<file path="config.mk">
export PLATFORM = sky130hd
export DESIGN_NAME = hostbus_autodetect
export DESIGN_NICKNAME = d
export VERILOG_FILES = /design/src/rtl/hbi_pkg.sv /design/src/rtl/hbi_sync.sv /design/src/rtl/hbi_mode_detect.sv /design/src/rtl/hbi_access_fsm.sv /design/src/rtl/hostbus_autodetect.sv
export SDC_FILE = /design/constraint.sdc
export NUM_CORES = 1
export LEC_CHECK = 0
export CAP_MARGIN = 10
export CORE_ASPECT_RATIO = 0.7
export CORE_MARGIN = 2
export CORE_UTILIZATION = 48
export CTS_CLUSTER_SIZE = 28
export DETAILED_ROUTE_END_ITERATION = 16
export GPL_ROUTABILITY_DRIVEN = 1
export PLACE_DENSITY_LB_ADDON = 0.25
export SYNTH_ARGS = -nofsm -noshare
export SYNTH_HDL_FRONTEND = slang
export SYNTH_SLANG_ARGS = --single-unit
</file>
<file path="constraint.sdc">
create_clock -name clk -period 3.5 [get_ports clk]
set_clock_uncertainty 0.2 [all_clocks]
set_input_delay 0.525 -clock clk [delete_from_list [all_inputs] [get_ports clk]]
set_output_delay 0.525 -clock clk [all_outputs]
set_load 0.03 [all_outputs]
</file>
<file path="src/rtl/hbi_pkg.sv">
package hbi_pkg;
    localparam int DATA_W = 8;
    localparam int ADDR_W = 8;

    localparam logic [1:0] MODE_SEP  = 2'd0;
    localparam logic [1:0] MODE_DIR  = 2'd1;
    localparam logic [1:0] MODE_MUX  = 2'd2;

    typedef enum logic [1:0] {
        ST_IDLE,
        ST_READ_ACT,
        ST_WRITE_ACT,
        ST_SKIP
    } acc_state_e;
endpackage

</file>
<file path="src/rtl/hbi_sync.sv">
module hbi_sync #(
    parameter int          W       = 1,
    parameter logic [W-1:0] RST_VAL = '0
) (
    input  logic         clk,
    input  logic         rst_n,
    input  logic [W-1:0] d,
    output logic [W-1:0] q
);
    logic [W-1:0] stage1;

    always_ff @(posedge clk or negedge rst_n) begin
        if (!rst_n) begin
            stage1 <= RST_VAL;
            q      <= RST_VAL;
        end else begin
            stage1 <= d;
            q      <= stage1;
        end
    end
endmodule

</file>
<file path="src/rtl/hbi_mode_detect.sv">
module hbi_mode_detect #(
    parameter int FILL_CYCLES = 3
) (
    input  logic       clk,
    input  logic       rst_n,
    input  logic       ale_s,
    output logic [1:0] mode
);
    import hbi_pkg::*;

    localparam int FILL_W = $clog2(FILL_CYCLES + 1);

    logic [FILL_W-1:0] fill_q;
    logic              ale_prev_q;
    logic              mux_q;
    logic              armed;

    assign armed = (fill_q == FILL_W'(FILL_CYCLES));

    always_ff @(posedge clk or negedge rst_n) begin
        if (!rst_n) begin
            fill_q     <= '0;
            ale_prev_q <= 1'b0;
            mux_q      <= 1'b0;
        end else begin
            ale_prev_q <= ale_s;
            if (!armed) begin
                fill_q <= fill_q + 1'b1;
            end
            if (armed && (ale_s != ale_prev_q)) begin
                mux_q <= 1'b1;
            end
        end
    end

    always_comb begin
        if (mux_q) begin
            mode = MODE_MUX;
        end else if (ale_s) begin
            mode = MODE_DIR;
        end else begin
            mode = MODE_SEP;
        end
    end
endmodule

</file>
<file path="src/rtl/hbi_access_fsm.sv">
module hbi_access_fsm #(
    parameter int AW = 8,
    parameter int DW = 8
) (
    input  logic          clk,
    input  logic          rst_n,
    input  logic          dir_style,
    input  logic          rd_pin_n,
    input  logic          wr_pin_n,
    input  logic          sel_a,
    input  logic          sel_b,
    input  logic [AW-1:0] acc_addr,
    input  logic [DW-1:0] wdata_in,
    output logic [AW-1:0] reg_addr,
    output logic [DW-1:0] reg_wdata,
    output logic          reg_sel,
    output logic          reg_wr,
    output logic          reg_rd,
    output logic          drive_en
);
    import hbi_pkg::*;

    acc_state_e state_q, state_d;
    logic rd_req, wr_req, one_cs, both_cs, start_rd, start_wr;

    always_comb begin
        if (dir_style) begin
            rd_req = !rd_pin_n && wr_pin_n;
            wr_req = !rd_pin_n && !wr_pin_n;
        end else begin
            rd_req = !rd_pin_n;
            wr_req = !wr_pin_n;
        end
    end

    assign one_cs   = sel_a ^ sel_b;
    assign both_cs  = sel_a & sel_b;
    assign start_rd = rd_req && one_cs;
    assign start_wr = wr_req && one_cs && !rd_req;

    always_comb begin
        state_d = state_q;
        unique case (state_q)
            ST_IDLE: begin
                if ((rd_req || wr_req) && both_cs) begin
                    state_d = ST_SKIP;
                end else if (start_rd) begin
                    state_d = ST_READ_ACT;
                end else if (start_wr) begin
                    state_d = ST_WRITE_ACT;
                end
            end
            ST_READ_ACT:  if (!rd_req) state_d = ST_IDLE;
            ST_WRITE_ACT: if (!wr_req) state_d = ST_IDLE;
            ST_SKIP:      if (!rd_req && !wr_req) state_d = ST_IDLE;
            default:      state_d = ST_IDLE;
        endcase
    end

    always_ff @(posedge clk or negedge rst_n) begin
        if (!rst_n) begin
            state_q <= ST_IDLE;
        end else begin
            state_q <= state_d;
        end
    end

    always_ff @(posedge clk or negedge rst_n) begin
        if (!rst_n) begin
            reg_addr  <= '0;
            reg_wdata <= '0;
            reg_sel   <= 1'b0;
            reg_wr    <= 1'b0;
            reg_rd    <= 1'b0;
        end else begin
            reg_rd <= (state_q == ST_IDLE) && (state_d == ST_READ_ACT);
            reg_wr <= (state_q == ST_WRITE_ACT) && (state_d == ST_IDLE);
            if ((state_q == ST_IDLE) && (state_d == ST_READ_ACT || state_d == ST_WRITE_ACT)) begin
                reg_addr <= acc_addr;
                reg_sel  <= sel_b;
            end
            if ((state_q == ST_IDLE && state_d == ST_WRITE_ACT) ||
                (state_q == ST_WRITE_ACT && wr_req)) begin
                reg_wdata <= wdata_in;
            end
        end
    end

    assign drive_en = (state_q == ST_READ_ACT);
endmodule

</file>
<file path="src/rtl/hostbus_autodetect.sv">
module hostbus_autodetect #(
    parameter int AW = hbi_pkg::ADDR_W,
    parameter int DW = hbi_pkg::DATA_W
) (
    input  logic          clk,
    input  logic          rst_n,
    input  logic          ale,
    input  logic          cs_a_n,
    input  logic          cs_b_n,
    input  logic          rd_n,
    input  logic          wr_n,
    input  logic [AW-1:0] addr_in,
    input  logic [DW-1:0] ad_in,
    output logic [DW-1:0] ad_out,
    output logic          ad_oe,
    output logic [1:0]    bus_mode,
    output logic [AW-1:0] reg_addr,
    output logic [DW-1:0] reg_wdata,
    output logic          reg_sel,
    output logic          reg_wr,
    output logic          reg_rd,
    input  logic [DW-1:0] reg_rdata_a,
    input  logic [DW-1:0] reg_rdata_b
);
    import hbi_pkg::*;

    localparam int CTRL_W = 5;
    localparam int SYNC_W = CTRL_W + AW + DW;
    localparam logic [SYNC_W-1:0] SYNC_RST = {5'b01111, {(AW + DW){1'b0}}};

    logic [SYNC_W-1:0] sync_out;
    logic              ale_s, rd_s, wr_s, csa_s, csb_s;
    logic [AW-1:0]     addr_s;
    logic [DW-1:0]     ad_s;
    logic [AW-1:0]     addr_latch_q;
    logic [AW-1:0]     acc_addr;

    hbi_sync #(.W(SYNC_W), .RST_VAL(SYNC_RST)) u_sync (
        .clk   (clk),
        .rst_n (rst_n),
        .d     ({ale, rd_n, wr_n, cs_a_n, cs_b_n, addr_in, ad_in}),
        .q     (sync_out)
    );

    assign {ale_s, rd_s, wr_s, csa_s, csb_s, addr_s, ad_s} = sync_out;

    hbi_mode_detect #(.FILL_CYCLES(3)) u_mode (
        .clk   (clk),
        .rst_n (rst_n),
        .ale_s (ale_s),
        .mode  (bus_mode)
    );

    always_ff @(posedge clk or negedge rst_n) begin
        if (!rst_n) begin
            addr_latch_q <= '0;
        end else if (ale_s) begin
            addr_latch_q <= AW'(ad_s);
        end
    end

    assign acc_addr = (bus_mode == MODE_MUX) ? addr_latch_q : addr_s;

    hbi_access_fsm #(.AW(AW), .DW(DW)) u_fsm (
        .clk       (clk),
        .rst_n     (rst_n),
        .dir_style (bus_mode == MODE_DIR),
        .rd_pin_n  (rd_s),
        .wr_pin_n  (wr_s),
        .sel_a     (!csa_s),
        .sel_b     (!csb_s),
        .acc_addr  (acc_addr),
        .wdata_in  (ad_s),
        .reg_addr  (reg_addr),
        .reg_wdata (reg_wdata),
        .reg_sel   (reg_sel),
        .reg_wr    (reg_wr),
        .reg_rd    (reg_rd),
        .drive_en  (ad_oe)
    );

    assign ad_out = ad_oe ? (reg_sel ? reg_rdata_b : reg_rdata_a) : '0;
endmodule

</file>
==> impl_results.md, run 1 <==
- Fin crit period: approximately 3.2 ns
- Initial Util: 50.6%
- Slew @ Worst Pin: ~1.1 ns
- Post-Synthesis Cells: ~180
- Slowest stage delay, CP: ~0.84 ns
- Worst setup SP type: flip-flop
- Final Max Tran Viols: 0
- First-iteration detailed-routing DRC count: 65
- Gr ovfl total: 0
- Status: complete, no violations
- Vias per std cell: roughly 4.7
- Seq cells post-synth: 75
- CP Class: flip-flop to flip-flop
- Top achievable clock speed: 312 MHz
- CTS max path bufs: 2
- Pwr/cell area: between 700 and 800 mW/mm^2
- Final-report hold violation count: 0
- EDFF count, synth: 0
- Final worst path period share: about nine tenths
- # setup viols final: 0
- Cell repeated most along the worst path: ha_1
- Critical path data required time: 3.52 ns
- VDD IR max: about 0.40 mV
- Die Ht: between 60 and 70 um
- First-pass DRT Iterations: 4
- TNS Setup: 0 ns
- DRC viols: 0
- Site row count: 22
- Critical Path AT: between 3 and 4 ns
- Synth cell types: 32
- Finished Layout Cells: 326
- Drt wl/cell: 14.1 um
- Initial antenna violation count: 0
- Placed inst area: ~0.0034 sq mm
- RSZ-0062 raised after global routing: false
- Clk sinks: 75
- Vias in the first global route: around 1500
- H-tree levels: 3
- Leak Pwr: about 0.0016 uW
- Net count, final: around 290
- CP top delay family: simple AND/OR/NAND/NOR gates
- Nature of the critical path endpoint: flip-flop
- CP Buf/Inv Count: 1
- Diodes inserted: 0
- Post-CTS setup buffer count: 0
- Final instance area: roughly 0.0036 sq mm
- Ratio of cells with drive above 1 in the final layout: 20.1%
- Core ar.: 0.00531 sq mm
- Maximum fanout along the worst path: 17
- Worst-path clk slew: ~0.07 ns
- Die area: slightly above 0.006 sq mm
- Detail Route Antenna Nets: 0
- Worst Hold Class: input port to async pin
- Num CTS Buffers: 9
- Max-cap violations: 0
- Critical-path cell list: inv_1 > ha_1 > o21a_1 > o311ai_0 > ha_1 > nor3b_2 > mux2_2
- GRT Util Overall: roughly 17%
- Post_cts resized: 0
- IO Port Bufs: 68
- Yosys warning count: 0
- Final Wtd Congestion: 0.826
- Die extent in x: between 90 and 100 um
- Root Buffer: clkbuf_8
- FFs w/ async S/R, synth: 100%
- Clock insertion delay at the later pin of the skew report: around 0.34 ns
- Largest net degree at the start of global routing: 76
- Final wirelength: 4610 um
- Setup ws final: slightly below 0.3 ns
- Slew HR: ~29%
- Dpl ws: between 0.3 and 0.4 ns
- DP HPWL: about 3300 um
- Hold_buf cts: 0
- Synth Net Count: ~220
- TritonCTS clock tree: done
- Most used DFF post-synth: dfrtp_1
- I/O Pins: 69
- Power Total: approximately 2800 uW
- Post-Syn Area: between 0.002 and 0.003 sq mm
- Area delta synth->final: 35.0%
- Crit-path slowest cell: nor3b_2
- Placed Instances: slightly above 300
- Seq/Total Area, Yosys: a little over two thirds
- Filler Cell Count: between 300 and 400
- Syn_area_per_cell: roughly 15 sq um
- Via Count: roughly 1500
- First-pass GRT wire length: around 7500 um
-- routing by layer --
metal	track usage (%)	up-vias	share of wire (%)
met5	0	-	0
met4	4.96	0	1.2
met3	7.47	5	3.6
met2	24.3	27	48
met1	23.0	747	47
li1	-	738	-
-- power breakdown --
part	total (uW)	switching [uW]	internal [uW]
Clock	648	300	348
Sequential	1130	115	1020
Combinational	972	524	448
-- Yosys cell counts, types with 2 or more instances --
| library cell | number | area [sq um] |
|---|---|---|
| inv_1 | 4 | 15.0 |
| ha_1 | 5 | 62.6 |
| buf_4 | 2 | 15.0 |
| a21oi_1 | 10 | 50.1 |
| dfstp_2 | 8 | 210 |
| dfrtp_1 | 67 | 1680 |
| and2_1 | 2 | 12.5 |
| nor2_1 | 18 | 67.6 |
| buf_2 | 3 | 15.0 |
| mux2i_1 | 16 | 160 |
| mux2_2 | 18 | 203 |
| a21o_1 | 2 | 15.0 |
-- metrics by stage --
step                hold WS, ns  utilization [%]
CTS                       0.123             68.3
finish                    0.103             68.3
detailed placement        0.135             64.5
global route              0.159             68.3
global placement          0.131             64.5
floorplan                0.0294                -
-- kinds of logic after synthesis --
kind of cell             share of synthesized area (%)
flip-flops                                        70.2
multiplexers                                      13.5
adder cells (fa/ha/maj)                           2.33
XOR/XNOR                                         0.652
buffers and inverters                             2.23
AND/OR/NAND/NOR                                   5.82
AO/OA/AOI/OAI                                     5.26
-- flip-flops by register name, summed over array words and instances, names as in the netlist --
signal             cells
u_sync.q              21
u_sync.stage1         21
addr_latch_q           8
u_fsm.reg_addr         8
u_fsm.reg_wdata        8
u_fsm.state_q          2
u_mode.fill_q          2
u_fsm.reg_rd           1
u_fsm.reg_sel          1
u_fsm.reg_wr           1
u_mode.ale_prev_q      1
u_mode.mux_q           1
-- cell usage in the layout, fill, tap and decap left out, types with 2 or more instances in the layout --
cell / netlist / layout
clkinv_2: 0 / 2
inv_1: 4 / 4
a21oi_1: 10 / 10
dfstp_2: 8 / 8
clkinvlp_4: 0 / 2
clkbuf_8: 0 / 10
clkdlybuf4s50_1: 0 / 67
buf_4: 2 / 3
nor2_1: 18 / 18
a21o_1: 2 / 2
dfrtp_1: 67 / 67
ha_1: 5 / 5
mux2i_1: 16 / 16
mux2_2: 18 / 18
and2_1: 2 / 2
-- worst register-to-register path, cell delays in order (launching register included) --
cell	delay, ns
dfstp_2	0.52
inv_1	0.04
ha_1	0.31
o21a_1	0.13
o311ai_0	0.45
ha_1	0.19
nor3b_2	0.84
mux2_2	0.42
-- final timing paths --
check,depth (start not counted),slack [ns],startpoint,to
min in group clk,0,0.15,u_sync.stage1[2],u_sync.q[2]
hold / removal,1,0.10,rst_n,u_sync.q[15]
setup / recovery,7,0.30,u_sync.q[16],u_fsm.reg_sel
hold reg to reg,0,0.15,u_sync.stage1[2],u_sync.q[2]
max in group asynchronous,1,2.43,rst_n,u_fsm.reg_rd
setup reg to reg,7,0.30,u_sync.q[16],u_fsm.reg_sel
-- area by class of cell --
class                           instances  area (sq um)  area share, %
Multi-Input combinational cell         89           741           20.4
Sequential cell                        75          1890           52.0
Timing Repair Buffer                   70           693           19.1
Inverter                                4          15.0          0.414
Clock inverter                          6          63.8           1.76
Clock buffer                           10           138           3.79
Tap cell                               72          90.1           2.48
(Power assumes the default switching activity.)
==> run 2, diff against run 1 <==
PLACE_DENSITY = 0.86   (was default)
PLACE_DENSITY_LB_ADDON = default   (was 0.25)
==> run 2 against run 1 <==
  * Via count is 2.6% higher
  * Maximum frequency is 3.2% higher
  * First-iteration DRC count is 23% lower
  * Clock-buffer cell count stayed put
  * Sequential share of layout area hardly changed
  * Worst setup slack better by 0.10 ns
  * Core utilization hardly changed
  * Critical endpoint unchanged
  * Largest power group unchanged
==> impl_results.md, run 2 (synthesis gave the netlist of run 1 again) <==
- Status: complete, no violations
- Root Buffer: clkbuf_8
- Worst Hold Class: input port to async pin
- CTS max path bufs: 2 (unchanged)
- Die Ht: 66.6 um (unchanged)
- Die area: 0.00622 sq mm (unchanged)
- Detail Route Antenna Nets: 0 (unchanged)
- Initial antenna violation count: 0 (unchanged)
- Worst setup SP type: flip-flop
- Gr ovfl total: 0 (unchanged)
- Post_cts resized: 0 (unchanged)
- Critical Path AT: 3.12 ns (-0.10 ns)
- Via Count: 1557 (+2.6%)
- Nature of the critical path endpoint: flip-flop
- H-tree levels: 3 (unchanged)
- Vias in the first global route: 1529 (+3.3%)
- Area delta synth->final: 34.9% (about the same)
- Final-report hold violation count: 0 (unchanged)
- IO Port Bufs: 68 (unchanged)
- RSZ-0062 raised after global routing: false
- I/O Pins: 69 (unchanged)
- Critical path data required time: 3.52 ns (about the same)
- VDD IR max: 0.408 mV (+1.2%)
- Leak Pwr: 0.00160 uW (-0.32%)
- GRT Util Overall: 17.2% (+0.37 points)
- Final Wtd Congestion: 0.832 (+0.74%)
- Fin crit period: 3.10 ns (-0.101 ns)
- CP Class: flip-flop to flip-flop
- Site row count: 22 (unchanged)
- Worst-path clk slew: 0.08 ns (about the same)
- Final wirelength: 4670 um (+1.3%)
- Setup ws final: 0.398 ns (+0.101 ns)
- First-pass GRT wire length: 7650 um (+1.9%)
- Pwr/cell area: 760 mW/mm^2 (about the same)
- Die extent in x: 93.4 um (unchanged)
- Ratio of cells with drive above 1 in the final layout: 19.7% (-0.39 points)
- # setup viols final: 0 (unchanged)
- Net count, final: 293 (unchanged)
- Vias per std cell: 4.78 (+2.6%)
- DRC viols: 0 (unchanged)
- Diodes inserted: 0 (unchanged)
- Slew @ Worst Pin: 0.903 ns (-0.153 ns)
- Final worst path period share: 88.6% (-2.9 points)
- Clk sinks: 75 (unchanged)
- Slew HR: 39.5% (+10 points)
- Clock insertion delay at the later pin of the skew report: 0.34 ns (about the same)
- Top achievable clock speed: 322 MHz (+3.2%)
- Most frequent cells in the layout: dfrtp_1, clkdlybuf4s50_1, nor2_1, mux2_2, mux2i_1
- Fin util: 68.2% (about the same)
- DP HPWL: 3290 um (+0.60%)
- Drt wl/cell: 14.3 um (+1.3%)
- First-iteration detailed-routing DRC count: 50 (-23%)
- Max-cap violations: 0 (unchanged)
- Core ar.: 0.00531 sq mm (unchanged)
- Initial Util: 50.6% (unchanged)
- Maximum fanout along the worst path: 17 (unchanged)
- Hold_buf cts: 0 (unchanged)
- Final Max Tran Viols: 0 (unchanged)
- First-pass DRT Iterations: 4 (unchanged)
- Post-CTS setup buffer count: 0 (unchanged)
- Dpl ws: 0.445 ns (+0.103 ns)
- Largest net degree at the start of global routing: 76 (unchanged)
- Top Registers: u_sync.q: 21 flops, u_sync.stage1: 21 flops
- Hold slack final: 0.105 ns (+0.00145 ns)
- TNS Setup: 0 ns (unchanged)
- Num CTS Buffers: 9 (unchanged)
- TritonCTS clock tree: done
==> run 2: report_power, final <==
part           switching, uW  internal [uW]
clock network            311            335
logic                    521            448
registers                120           1020
total                    953           1800
==> run 2: layer usage <==
layer	up-vias	global-route usage, %	routed length (um)
li1	750	-	-
met1	764	23.3	2220
met2	36	25.4	2160
met3	7	6.79	231
met4	0	6.07	55
met5	-	0	0
==> run 2: per-stage QoR <==
step	cell area, sq um	cells	total power (uW)
2_1_floorplan	2690	175	1730
3_3_place_gp	3430	310	2110
3_5_place_dp	3430	310	2130
4_1_cts	3620	326	2780
5_1_grt	3620	326	2900
6_report	3620	326	2760
==> run 2: area by class of cell <==
class / count / area, sq um
repair buffers: 70 / 693
flip-flops and latches: 75 / 1890
inverters: 4 / 15.0
clock buffers: 10 / 128
fillers: 369 / 1690
clock inverters: 6 / 71.3
multi-input cells: 89 / 741
well taps: 72 / 90.1
==> run 2: worst paths after layout <==
kind / start / endpoint / slack (ns) / cells past startpoint
hold reg to reg: u_sync.stage1[8] / u_sync.q[8] / 0.15 / 0
hold / removal: rst_n / u_sync.stage1[14] / 0.10 / 1
max in group asynchronous: rst_n / u_fsm.reg_sel / 2.45 / 1
setup / recovery: u_fsm.state_q[0] / u_fsm.reg_sel / 0.40 / 7
min in group clk: u_sync.stage1[8] / u_sync.q[8] / 0.15 / 0
setup reg to reg: u_fsm.state_q[0] / u_fsm.reg_sel / 0.40 / 7
==> run 2: worst max-delay path: stages, from the launching register on <==
cell and delay [ns]:
dfrtp_1 0.46, or2b_1 0.35, inv_1 0.09, a21oi_1 0.18
o311ai_0 0.22, ha_1 0.33, nor3b_2 0.73, mux2_2 0.42
==> run 3, diff against run 2 <==
PLACE_DENSITY = 0.76   (was 0.86)
==> run 3 against run 2 <==
  * Clock power is essentially flat
  * First-iteration DRC count grew 12%
  * Die area is the same
  * Total power is essentially flat
  * Sequential power is essentially flat
  * Routed wire length grew 1.2%
  * Non-clock buffer count shrank 1
  * Critical path depth is the same
  * Worst setup slack gained 0.31 ns
  * Core utilization shrank 0.24 points
  * Largest cell class unchanged
  * Sequential share of layout area grew 0.18 points
  * Highest routed layer unchanged
  * Flip-flop and latch count is the same
==> impl_results.md, run 3 (synthesis gave the netlist of run 1 again) <==
- Status: complete, no violations
- Via Count: 1534 (-1.5%)
- Finished Layout Cells: 325 (-0.31%)
- Die area: 0.00622 sq mm (unchanged)
- Post-CTS setup buffer count: 0 (unchanged)
- First-iteration detailed-routing DRC count: 56 (+12%)
- Largest net degree at the start of global routing: 76 (unchanged)
- TritonCTS clock tree: done
- CP Class: flip-flop to flip-flop
- Top achievable clock speed: 359 MHz (+11%)
- Vias per std cell: 4.72 (-1.2%)
- TNS Setup: 0 ns (unchanged)
- Hold slack final: 0.105 ns (+0.000717 ns)
- Initial Util: 50.6% (unchanged)
- RSZ-0062 raised after global routing: false
- Final wirelength: 4730 um (+1.2%)
- Placed Instances: 309 (-0.32%)
- Core ar.: 0.00531 sq mm (unchanged)
- Die extent in x: 93.4 um (unchanged)
- Fin crit period: 2.79 ns (-0.315 ns)
- Filler Cell Count: 382 (+3.5%)
- Diodes inserted: 0 (unchanged)
- Maximum fanout along the worst path: 17 (unchanged)
- Gr ovfl total: 0 (unchanged)
- Slew HR: 41.6% (+2.1 points)
- Worst setup SP type: flip-flop
- Power Total: 2760 uW (about the same)
- DP HPWL: 3280 um (-0.23%)
- Num CTS Buffers: 9 (unchanged)
- H-tree levels: 3 (unchanged)
- Critical path data required time: 3.53 ns (about the same)
- I/O Pins: 69 (unchanged)
- Initial antenna violation count: 0 (unchanged)
- Final-report hold violation count: 0 (unchanged)
- Final worst path period share: 79.6% (-9.0 points)
- Post_cts resized: 0 (unchanged)
- Fin util: 68.0% (-0.24 points)
- Drt wl/cell: 14.5 um (+1.5%)
- RR Startpoint: u_mode.mux_q
- Net count, final: 292 (-0.34%)
- Final Max Tran Viols: 0 (unchanged)
- Area delta synth->final: 34.4%
- DRC viols: 0 (unchanged)
- Area of the multi-input gates: 741 sq um (unchanged)
- VDD IR max: 0.381 mV (-6.5%)
- Clk sinks: 75 (unchanged)
- Hold_buf cts: 0 (unchanged)
- First-pass GRT wire length: 7460 um (-2.4%)
- Clock insertion delay at the later pin of the skew report: 0.34 ns (about the same)
- CTS max path bufs: 2 (unchanged)
- Die Ht: 66.6 um (unchanged)
- Pwr/cell area: 763 mW/mm^2 (+0.41%)
- Most frequent cells in the layout: dfrtp_1, clkdlybuf4s50_1, nor2_1, mux2_2, mux2i_1
- CP startpoint: u_mode.mux_q
- Slew @ Worst Pin: 0.876 ns (-0.0276 ns)
- GRT Util Overall: 16.8% (-0.40 points)
- Vias in the first global route: 1485 (-2.9%)
- Site row count: 22 (unchanged)
- Worst Hold Class: input port to async pin
- Register area: 0.00189 sq mm (unchanged)
- Ratio of cells with drive above 1 in the final layout: 19.0% (-0.71 points)
- Nature of the critical path endpoint: flip-flop
- Worst-path clk slew: 0.08 ns (about the same)
- Final Wtd Congestion: 0.848 (+1.8%)
- Critical Path AT: 2.81 ns (-0.31 ns)
- IO Port Bufs: 68 (unchanged)
- Register-to-register setup slack: 0.71 ns (+0.31 ns)
- Max-cap violations: 0 (unchanged)
- Root Buffer: clkbuf_8
- Top Registers: u_sync.q: 21 flops, u_sync.stage1: 21 flops
- First-pass DRT Iterations: 4 (unchanged)
- Leak Pwr: 0.00160 uW (-0.42%)
- # setup viols final: 0 (unchanged)
- Detail Route Antenna Nets: 0 (unchanged)
## run 3: final timing paths
| path | cells past startpoint | end |
|---|---|---|
| max | 7 | u_fsm.reg_sel |
| min in group clk | 0 | u_sync.q[6] |
| min reg2reg | 0 | u_sync.q[6] |
| min | 1 | u_sync.stage1[13] |
| max in group asynchronous | 1 | u_fsm.state_q[1] |
| max reg2reg | 7 | u_fsm.reg_sel |
## run 3: metal layers
metal | GRT usage [%] | vias up | routed length (um)
met4 | 7.35 | 0 | 94
met1 | 23.9 | 745 | 2340
met2 | 22.8 | 36 | 2080
met5 | 0 | - | 0
li1 | - | 743 | -
met3 | 6.45 | 10 | 215
## run 3: report_power, final
group | switching, uW | internal, uW
logic | 522 | 454
clock network | 310 | 335
registers | 117 | 1020
## run 3: cell type report
cell class                 count  share of cell area, %
clock inverter                 5                   1.73
tap                           72                   2.49
sequential                    75                   52.2
timing repair buffer          69                   19.0
inverter                       4                  0.416
clock buffer                  11                   3.64
multi-input combinational     89                   20.5
## run 3: per-stage QoR
stage	worst slack, ns	instance area, sq um
2_1_floorplan	0.878	2690
3_3_place_gp	0.776	3420
3_5_place_dp	0.723	3420
4_1_cts	0.718	3610
5_1_grt	0.568	3610
6_report	0.713	3610
## run 3: critical path, cell delays in order (launching register included)
cell      delay (ns)
dfrtp_1         0.73
nor3b_1         0.14
o21a_1          0.21
o311ai_0        0.45
ha_1            0.32
nor3b_2         0.15
buf_4           0.20
mux2_2          0.28
